--- config.mk ---
export PLATFORM = sky130hd
export DESIGN_NAME = uart_regfront
export DESIGN_NICKNAME = d
export VERILOG_FILES = /design/src/rtl/uart_fe_pkg.sv /design/src/rtl/uart_fe_ctrl.sv /design/src/rtl/uart_fe_dp.sv /design/src/rtl/uart_regfront.sv
export SDC_FILE = /design/constraint.sdc
export NUM_CORES = 1
export LEC_CHECK = 0
export BUFFER_PORTS_ARGS = -buffer_cell sky130_fd_sc_hd__buf_2
export CORE_MARGIN = 5
export CORE_UTILIZATION = 50
export CTS_CLUSTER_DIAMETER = 30
export CTS_CLUSTER_SIZE = 10
export DETAILED_ROUTE_END_ITERATION = 7
export HOLD_SLACK_MARGIN = 0.12
export PLACE_DENSITY = 0.87
export SYNTH_ARGS = -nofsm -noshare
export SYNTH_HDL_FRONTEND = slang
export SYNTH_SLANG_ARGS = --single-unit
--- constraint.sdc ---
create_clock -name clk -period 3.1 [get_ports clk]
set_input_delay 0.155 -clock clk [delete_from_list [all_inputs] [get_ports clk]]
set_output_delay 0.155 -clock clk [all_outputs]
set_load 0.1 [all_outputs]
--- src/rtl/uart_fe_pkg.sv ---
package uart_fe_pkg;

  // Register offsets within the decoded window
  localparam logic [5:0] OFF_MODE = 6'h00;
  localparam logic [5:0] OFF_STAT = 6'h04;
  localparam logic [5:0] OFF_CMD  = 6'h08;
  localparam logic [5:0] OFF_DATA = 6'h0C;
  localparam logic [5:0] OFF_INT  = 6'h14;
  localparam logic [5:0] OFF_DIVH = 6'h18;
  localparam logic [5:0] OFF_DIVL = 6'h1C;

  typedef enum logic [2:0] {
    MISC_NOP    = 3'd0,
    MISC_PTRRST = 3'd1,
    MISC_RXRST  = 3'd2,
    MISC_TXRST  = 3'd3,
    MISC_ERRRST = 3'd4,
    MISC_BRKCLR = 3'd5,
    MISC_BRKON  = 3'd6,
    MISC_BRKOFF = 3'd7
  } miscOp_t;

  // Strobes from control to datapath, one access per cycle
  typedef struct packed {
    logic wrMode;
    logic wrTx;
    logic wrMask;
    logic ptrReset;
    logic rxReset;
    logic txReset;
    logic brkClr;
    logic txOn;
    logic txOff;
    logic rxOn;
    logic rxOff;
    logic popRx;
  } feStrobe_t;

endpackage

--- src/rtl/uart_fe_ctrl.sv ---
module uart_fe_ctrl
  import uart_fe_pkg::*;
#(
  parameter int ADDR_W = 8,
  parameter int LVL_W  = 3
) (
  input  logic [ADDR_W-1:0] busAddr,
  input  logic              busWr,
  input  logic              busRd,
  input  logic [6:0]        cmdBits,
  input  logic [LVL_W-1:0]  fifoLevel,
  output feStrobe_t         strobe,
  output logic [5:0]        offset
);

  localparam int OFF_W = 6;

  logic    unusedAddrHi;
  logic    cmdWr;
  miscOp_t miscOp;

  generate
    if (ADDR_W > OFF_W) begin : g_hi
      assign unusedAddrHi = ^busAddr[ADDR_W-1:OFF_W];
    end else begin : g_nohi
      assign unusedAddrHi = 1'b0;
    end
  endgenerate

  assign offset = busAddr[OFF_W-1:0];
  assign cmdWr  = busWr && (offset == OFF_CMD);
  assign miscOp = miscOp_t'(cmdBits[6:4]);

  always_comb begin
    strobe        = '0;
    strobe.wrMode = busWr && (offset == OFF_MODE);
    strobe.wrTx   = busWr && (offset == OFF_DATA);
    strobe.wrMask = busWr && (offset == OFF_INT);
    strobe.popRx  = busRd && (offset == OFF_DATA) && (fifoLevel != '0);
    if (cmdWr) begin
      case (miscOp)
        MISC_PTRRST: strobe.ptrReset = 1'b1;
        MISC_RXRST:  strobe.rxReset  = 1'b1;
        MISC_TXRST:  strobe.txReset  = 1'b1;
        MISC_BRKCLR: strobe.brkClr   = 1'b1;
        default: ;
      endcase
      strobe.txOn  = (cmdBits[3:2] == 2'd1);
      strobe.txOff = (cmdBits[3:2] == 2'd2);
      strobe.rxOn  = (cmdBits[1:0] == 2'd1);
      strobe.rxOff = (cmdBits[1:0] == 2'd2);
    end
  end

endmodule

--- src/rtl/uart_fe_dp.sv ---
module uart_fe_dp
  import uart_fe_pkg::*;
#(
  parameter int          FIFO_DEPTH = 4,
  parameter int          LVL_W      = 3,
  parameter logic [15:0] BAUD_DIV   = 16'h0010
) (
  input  logic             clk,
  input  logic             rstN,
  input  feStrobe_t        strobe,
  input  logic [5:0]       offset,
  input  logic [7:0]       busWrData,
  input  logic [LVL_W-1:0] fifoLevel,
  input  logic [7:0]       fifoHead,
  input  logic             txReady,
  input  logic             brkEvent,
  output logic [7:0]       busRdData,
  output logic             txValid,
  output logic [7:0]       txData,
  output logic             rxReady,
  output logic             irq,
  output logic [7:0]       statusByte,
  output logic [7:0]       isrByte,
  output logic [7:0]       imrByte,
  output logic             modePtr
);

  localparam logic [LVL_W-1:0] FULL_LVL = LVL_W'(FIFO_DEPTH);

  logic [7:0] mode1Q, mode2Q, imrQ, txHoldQ, isrQ;
  logic       modePtrQ, rxEnQ, txEnQ, txEmptyQ, stRdyQ, stFullQ, irqQ;
  logic       txEnN, rxEnN, txEmptyN, stRdyN, stFullN, brkN, rxSelFull, irqN;
  logic [7:0] imrN, isrN;
  logic       txFire;

  assign txValid = txEnQ && !txEmptyQ;
  assign txFire  = txValid && txReady;

  always_comb begin
    // field order: miscellaneous, transmitter, receiver
    txEnN = txEnQ;
    if (strobe.txReset) txEnN = 1'b0;
    if (strobe.txOn)    txEnN = 1'b1;
    if (strobe.txOff)   txEnN = 1'b0;

    rxEnN = rxEnQ;
    if (strobe.rxReset) rxEnN = 1'b0;
    if (strobe.rxOn)    rxEnN = 1'b1;
    if (strobe.rxOff)   rxEnN = 1'b0;

    txEmptyN = txEmptyQ;
    if (txFire)         txEmptyN = 1'b1;
    if (strobe.wrTx)    txEmptyN = 1'b0;
    if (strobe.txReset) txEmptyN = 1'b1;

    stRdyN  = !strobe.rxReset && (fifoLevel != '0);
    stFullN = !strobe.rxReset && (fifoLevel == FULL_LVL);
    brkN    = brkEvent || (isrQ[2] && !strobe.brkClr);
    imrN    = strobe.wrMask ? busWrData : imrQ;

    rxSelFull = (strobe.wrMode && !modePtrQ) ? busWrData[6] : mode1Q[6];
    isrN      = {5'b0, brkN, (rxSelFull ? stFullN : stRdyN), txEnN};
    irqN      = |(isrN & imrN);
  end

  always_ff @(posedge clk) begin
    if (!rstN) begin
      mode1Q   <= '0;
      mode2Q   <= '0;
      modePtrQ <= 1'b0;
      imrQ     <= '0;
      isrQ     <= '0;
      txHoldQ  <= '0;
      rxEnQ    <= 1'b0;
      txEnQ    <= 1'b0;
      txEmptyQ <= 1'b1;
      stRdyQ   <= 1'b0;
      stFullQ  <= 1'b0;
      irqQ     <= 1'b0;
    end else begin
      if (strobe.wrMode) begin
        if (modePtrQ) mode2Q <= busWrData;
        else          mode1Q <= busWrData;
      end
      if (strobe.ptrReset)    modePtrQ <= 1'b0;
      else if (strobe.wrMode) modePtrQ <= 1'b1;
      if (strobe.wrTx) txHoldQ <= busWrData;
      imrQ     <= imrN;
      isrQ     <= isrN;
      rxEnQ    <= rxEnN;
      txEnQ    <= txEnN;
      txEmptyQ <= txEmptyN;
      stRdyQ   <= stRdyN;
      stFullQ  <= stFullN;
      irqQ     <= irqN;
    end
  end

  assign statusByte = {4'b0, txEmptyQ, txEnQ, stFullQ, stRdyQ};
  assign isrByte    = isrQ;
  assign imrByte    = imrQ;
  assign modePtr    = modePtrQ;
  assign txData     = txHoldQ;
  assign rxReady    = rxEnQ && (fifoLevel != FULL_LVL);
  assign irq        = irqQ;

  always_comb begin
    case (offset)
      OFF_MODE: busRdData = modePtrQ ? mode2Q : mode1Q;
      OFF_STAT: busRdData = statusByte;
      OFF_DATA: busRdData = (fifoLevel != '0) ? fifoHead : 8'h00;
      OFF_INT:  busRdData = isrQ;
      OFF_DIVH: busRdData = BAUD_DIV[15:8];
      OFF_DIVL: busRdData = BAUD_DIV[7:0];
      default:  busRdData = 8'h00;
    endcase
  end

endmodule

--- src/rtl/uart_regfront.sv ---
module uart_regfront
  import uart_fe_pkg::*;
#(
  parameter int          ADDR_W     = 8,
  parameter int          FIFO_DEPTH = 4,
  parameter logic [15:0] BAUD_DIV   = 16'h0010,
  parameter int          LVL_W      = $clog2(FIFO_DEPTH + 1)
) (
  input  logic              clk,
  input  logic              rstN,
  input  logic [ADDR_W-1:0] busAddr,
  input  logic              busWr,
  input  logic              busRd,
  input  logic [7:0]        busWrData,
  output logic [7:0]        busRdData,
  output logic              txValid,
  output logic [7:0]        txData,
  input  logic              txReady,
  input  logic              rxValid,
  output logic              rxReady,
  output logic              fifoPush,
  output logic              fifoPop,
  output logic              fifoFlush,
  input  logic [LVL_W-1:0]  fifoLevel,
  input  logic [7:0]        fifoHead,
  input  logic              brkEvent,
  output logic              irq
);

  feStrobe_t  strobe;
  logic [5:0] offset;
  logic [7:0] statusByte, isrByte, imrByte;
  logic       modePtr;

  uart_fe_ctrl #(.ADDR_W(ADDR_W), .LVL_W(LVL_W)) u_ctrl (
    .busAddr(busAddr), .busWr(busWr), .busRd(busRd),
    .cmdBits(busWrData[6:0]), .fifoLevel(fifoLevel),
    .strobe(strobe), .offset(offset)
  );

  uart_fe_dp #(.FIFO_DEPTH(FIFO_DEPTH), .LVL_W(LVL_W), .BAUD_DIV(BAUD_DIV)) u_dp (
    .clk(clk), .rstN(rstN), .strobe(strobe), .offset(offset),
    .busWrData(busWrData), .fifoLevel(fifoLevel), .fifoHead(fifoHead),
    .txReady(txReady), .brkEvent(brkEvent), .busRdData(busRdData),
    .txValid(txValid), .txData(txData), .rxReady(rxReady), .irq(irq),
    .statusByte(statusByte), .isrByte(isrByte), .imrByte(imrByte),
    .modePtr(modePtr)
  );

  assign fifoPush  = rxValid && rxReady;
  assign fifoPop   = strobe.popRx;
  assign fifoFlush = strobe.rxReset;

endmodule

==> flow_summary.toml, run 1 <==
[sta]
period_minus_slack_ns = 2.40
final.setup.worst_slack_ns = 0.695
relSlewSlack_pct = 58.1
finalSetupTns_ns = 0
rsz0062_at_grt = "false"
finalHoldViolCount = 0
fin_crit_sh_pct = 77.6
setup_viol = 0
fin_skew_ns = 0.00389
worst_pin_slew_ns = 0.627
whs_ns = 0.131
drv_slew = 0
max_freq_mhz = 416

[routing]
first_pass_iters = 4
vias = 1557
wl_um = 4160
drt_iter0_markers = 110
via_per_inst = 5.30
wire_per_inst_um = 14.1
route.detailed.drc = 0
detail-route-antenna-nets = 0

[layout]
fin_util_pct = 64.5
fillCellCount = 317
final_cells = 294
nNetsFinal = 282
syn_to_final_growth_pct = 22.9
drive_above_1_share_pct = 29.4
antenna_cells = 0
stdcell_area_um2 = 2190

[pwr]
p_total_mw = 0.789
p_per_area_nw_per_um2 = 361
ir_drop_mv = 0.241
p_leak_nw = 1.05

[yosys]
syn-num-nets = 223
synth_cells = 189
synth-simple-area-share_pct = 26.8
synth_top_family_by_area = "simple AND/OR/NAND/NOR gates"
synth.area.mux_share_pct = 16.7
synth_xor_area_share_pct = 0
synth-adder-area-share_pct = 0
synth_top_area_cell = "dfxtp_1"
syn_area_per_cell_um2 = 9.41
ys_seq_elements = 36
yosysSeqAreaShare_pct = 40.5
yosysWarnings = 0
synth_compound_area_share_pct = 13.2
synth_area_um2 = 1780
synth_top_area_share_pct = 40.5
yosysUniqueCellTypes = 42
synth_area_leaders = "dfxtp_1 41%, mux2i_1 14%, nor2b_1 7.4%"

[floorplan]
std_cell_rows = 21
initial_core_util_pct = 52.5
coreArea_um2 = 3390
pin_count = 56
fp.dieW_um = 69.7
die_y_um = 69.7
die_area_um2 = 4850

[global_route]
grt_first_pass_wirelength_um = 6930
antenna_found_initial = 0
grt_max_degree = 38
grt_usage_pct = 17.6
grt_pass1_vias = 1566
grt_overflow = 0

[critical_path]
cp-start-kind = "input port"
worstPathCellList = "buf_2 > or4_4 > or2_1 > or4b_4 > inv_1 > buf_2"
cp.required_ns = 2.94
crit_top_cell = "buf_2"
endpoint_kind = "output pin"
cp.arrival_ns = 2.25
path_max_fanout = 7
slowest_delay_ns = 0.57
critical_path_class = "in2out"
crit_slowest_cell = "or4_4"

[placement]
io_buffers = 53
hpwl_um = 3130
place_congestion = 0.824
place_area_um2 = 2090
place_inst = 282
pre_cts_slack_ns = 0.711

[clock_tree]
cts_resized = 0
clkTransAtPathRegs_ns = 0.10
cts_root_buf = "clkbuf_4"
post_cts_buffers = 0
clk_latency_ns = 0.34
cts_buffer_depth = 2
cts_tree = "yes"
cts_max_level = 2
cts_buffers = 5
cts_sinks = 36

[hold_path]
hold_class = "in2reg"

[status]
status = "complete, no violations"

[flow_run]
cap_violations = 0
per-layer routing:
metal / up-vias / share of wire [%] / GRT usage, %
li1: 796 / - / -
met1: 710 / 45 / 20.9
met2: 44 / 47 / 29.8
met3: 7 / 6.4 / 5.65
met4: 0 / 1.5 / 5.74
met5: - / 0 / 0
state kept, by name (all words and copies together) (netlist names):
signal and count:
u_dp.mode1Q 8, u_dp.mode2Q 8, u_dp.txData 8, u_dp.imrByte 3
u_dp.isrByte 3, u_dp.irq 1, u_dp.modePtr 1, u_dp.rxEnQ 1
u_dp.stFullQ 1, u_dp.stRdyQ 1, u_dp.txEmptyQ 1
worst max-delay path: cells and delay by family:
kind,cells,cell delay (ns)
buffers and inverters,3,0.61
and+or+nand+nor,3,1.48
power by group:
group / switching, mW / internal [mW]
combinational: 0.0510 / 0.0362
sequential: 0.00233 / 0.467
clock: 0.149 / 0.0835
cell families (layout without fill, tap and decap cells):
group | Yosys count | count (layout)
and+or+nand+nor | 81 | 81
AOI/OAI and AO/OA | 30 | 30
buffers and inverters | 13 | 72
muxes | 29 | 29
DFF | 36 | 36
cell usage after synthesis, drive strengths merged:
library cell / number
dfxtp: 36
mux2i: 24
nor2b: 21
nand2: 14
nor2: 12
clkbuf: 7
a21oi: 6
a21boi: 5
and2: 5
mux2: 5
nand3: 5
a221o: 4
inv: 4
nand2b: 4
nand3b: 4
a22o: 3
and3: 3
nor3: 3
nor4b: 3
buf: 2
nor4: 2
o21ai: 2
a211o: 1
a21o: 1
a22oi: 1
and4: 1
nand4: 1
o2111ai: 1
o211a: 1
o211ai: 1
o21a: 1
o221ai: 1
o311a: 1
o32a: 1
or2: 1
or4: 1
or4b: 1
cells in the final DEF, fill, tap and decap left out, types with 2 or more instances in the layout:
cell           Yosys  routed
inv_1              4       4
nor3_1             2       2
and3_1             3       3
clkbuf_4           0       5
and2_1             5       5
a21boi_0           5       5
buf_4              0       3
nor2_1            12      12
a221o_1            4       4
nor2b_1           21      21
dlygate4sd3_1      0       5
nand2b_1           4       4
buf_2              1      53
o21ai_1            1       2
nand2_1           14      14
a22o_1             3       3
mux2i_1           24      24
a21oi_1            6       6
nand3_1            5       5
nand3b_1           4       4
mux2_2             5       5
dfxtp_1           36      36
nor4b_1            2       2
final cells by class:
class	count	area [µm²]	area share (%)
well taps	46	57.6	2.63
flip-flops and latches	36	721	33.0
multi-input cells	140	1010	46.1
clock inverters	1	5.00	0.229
inverters	4	15.0	0.687
repair buffers	61	338	15.5
clock buffers	6	41.3	1.89
path summary, 6_finish.rpt:
kind / start / end / slack, ns / depth (start not counted)
worst min register to register: u_dp.txData[7] / u_dp.txData[7] / 0.47 / 2
worst min-delay path: busWrData[1] / u_dp.imrByte[1] / 0.13 / 3
worst max-delay path: busAddr[5] / fifoFlush / 0.70 / 6
worst max register to register: u_dp.modePtr / u_dp.irq / 0.92 / 5
what timing repair did:
action / in CTS / in global routing
setup endpoints to repair: 0 / 0
hold buffers: 5 / 0
endpoints found under the hold margin: 5 / 0
Power figures use the tool's default switching activity.
==> run 2, diff against run 1 <==
--- a/config.mk
+++ b/config.mk
@@ -7,12 +7,12 @@
 export LEC_CHECK = 0
 export BUFFER_PORTS_ARGS = -buffer_cell sky130_fd_sc_hd__buf_2
 export CORE_MARGIN = 5
-export CORE_UTILIZATION = 50
+export CORE_UTILIZATION = 45
 export CTS_CLUSTER_DIAMETER = 30
 export CTS_CLUSTER_SIZE = 10
 export DETAILED_ROUTE_END_ITERATION = 7
 export HOLD_SLACK_MARGIN = 0.12
-export PLACE_DENSITY = 0.87
+export PLACE_DENSITY = 0.84
 export SYNTH_ARGS = -nofsm -noshare
 export SYNTH_HDL_FRONTEND = slang
 export SYNTH_SLANG_ARGS = --single-unit
==> constraint.sdc (replaced) <==
create_clock -name clk -period 2.2 [get_ports clk]
set_input_delay 0.11 -clock clk [delete_from_list [all_inputs] [get_ports clk]]
set_output_delay 0.11 -clock clk [all_outputs]
set_load 0.1 [all_outputs]
==> run 2 against run 1 <==
  * Wire length grew 5.6%
  * Cell count grew 2.0%
  * Setup slack got worse by 0.52 ns
  * Highest routed layer unchanged
==> flow_summary.toml, run 2 (synthesis results as in run 1) <==
[floorplan]
pin_count = 56
die_y_um = 72.9
die_area_um2 = 5310
std_cell_rows = 22
initial_core_util_pct = 47.5
fp.dieW_um = 72.9
coreArea_um2 = 3740

[hold_path]
hold_class = "in2reg"
hold_start = "fifoLevel[2]"
hold-path-cell-count = 3
min_to = "u_dp.stFullQ"

[global_route]
grt_overflow = 0
grt_first_pass_wirelength_um = 7340
grt_usage_pct = 17.9
antenna_found_initial = 0
grt_max_degree = 38
grt_pass1_vias = 1581

[sta]
drv_slew = 0
finalSetupTns_ns = 0
worst_pin_slew_ns = 0.560
max_freq_mhz = 495
setup_viol = 0
fin_crit_sh_pct = 91.9
final.setup.worst_slack_ns = 0.179
fin_skew_ns = 0.00245
period_minus_slack_ns = 2.02
finalHoldViolCount = 0
rsz0062_at_grt = "false"
relSlewSlack_pct = 62.5

[clock_tree]
clk_latency_ns = 0.28
cts_buffers = 5
cts_sinks = 36
post_cts_buffers = 0
cts_root_buf = "clkbuf_8"
cts_max_level = 2
hold_buffers = 3
cts_buffer_depth = 2
cts_resized = 0
clkTransAtPathRegs_ns = 0.07
cts_tree = "yes"

[critical_path]
reg2reg_depth = 5
path_max_fanout = 5
endpoint_kind = "output pin"
critical_path_class = "in2out"
reg2reg_to = "u_dp.irq"
cp.arrival_ns = 1.91
cp-startpoint = "busAddr[5]"
worst-r2r-setup-slack_ns = 0.66
cp.required_ns = 2.09
cp-start-kind = "input port"
r2r_start = "u_dp.modePtr"

[routing]
vias = 1589
detail-route-antenna-nets = 0
first_pass_iters = 4
via_per_inst = 5.30
wl_um = 4390
drt_iter0_markers = 64
wire_per_inst_um = 14.6
route.detailed.drc = 0

[layout]
drive_above_1_share_pct = 34.1
final_common_cell = "buf_2"
nNetsFinal = 286
fillCellCount = 318
final_cell_mix = "43 x buf_2, 36 x dfxtp_1, 24 x mux2i_1"
syn_to_final_growth_pct = 36.4
multiInputGateArea_um2 = 1020
regArea_um2 = 721
antenna_cells = 0

[pwr]
p_per_area_nw_per_um2 = 531
p_leak_nw = 1.11
ir_drop_mv = 0.360

[placement]
place_congestion = 0.813
pre_cts_slack_ns = 0.208
hpwl_um = 3350
io_buffers = 53

[flow_run]
cap_violations = 0

[status]
status = "complete, no violations"
## run 2: area by class of cell
class                           instances  area share [%]
Timing Repair Buffer                   65            21.1
Multi-Input combinational cell        140            41.9
Clock buffer                            7            3.97
Sequential cell                        36            29.7
Inverter                                4           0.774
Tap cell                               48            2.48
## run 2: worst max-delay path, cell delays in order
cell	delay [ns]
buf_2	0.12
or4_4	0.56
or2_1	0.28
or4b_4	0.55
clkinvlp_4	0.11
buf_12	0.16
## run 2: layer usage
metal	track usage, %	routed length, µm	vias up
met2	29.5	2100	42
met5	0	0	-
met3	5.65	303	9
met1	21.4	1900	736
li1	-	-	802
met4	7.38	85	0
## run 2: stage by stage
| stage | utilization, % | total power [mW] | hold WS [ns] | instance area (µm²) | instances |
|---|---|---|---|---|---|
| 2_1_floorplan | - | 0.739 | 0.255 | 1790 | 189 |
| 3_3_place_gp | 61.4 | 0.799 | 0.384 | 2300 | 290 |
| 3_5_place_dp | 61.4 | 0.801 | 0.409 | 2300 | 290 |
| 4_1_cts | 64.8 | 1.30 | 0.122 | 2430 | 300 |
| 5_1_grt | 64.8 | 1.34 | 0.139 | 2430 | 300 |
| 6_report | 64.8 | 1.29 | 0.127 | 2430 | 300 |
## run 2: worst max path at each step
stage,end,slack [ns],cells after the start
detailed placement,fifoFlush,0.21,6
floorplan,busRdData[5],0.02,3
finish,fifoFlush,0.18,6
global placement,fifoFlush,0.22,6
global route,busRdData[0],0.09,7
CTS,busRdData[4],0.18,7
## run 2: where the power goes
part	leakage (nW)	switching [mW]	internal, mW
clock	0.0503	0.219	0.279
combinational	0.773	0.0743	0.0553
sequential	0.291	0.00287	0.658
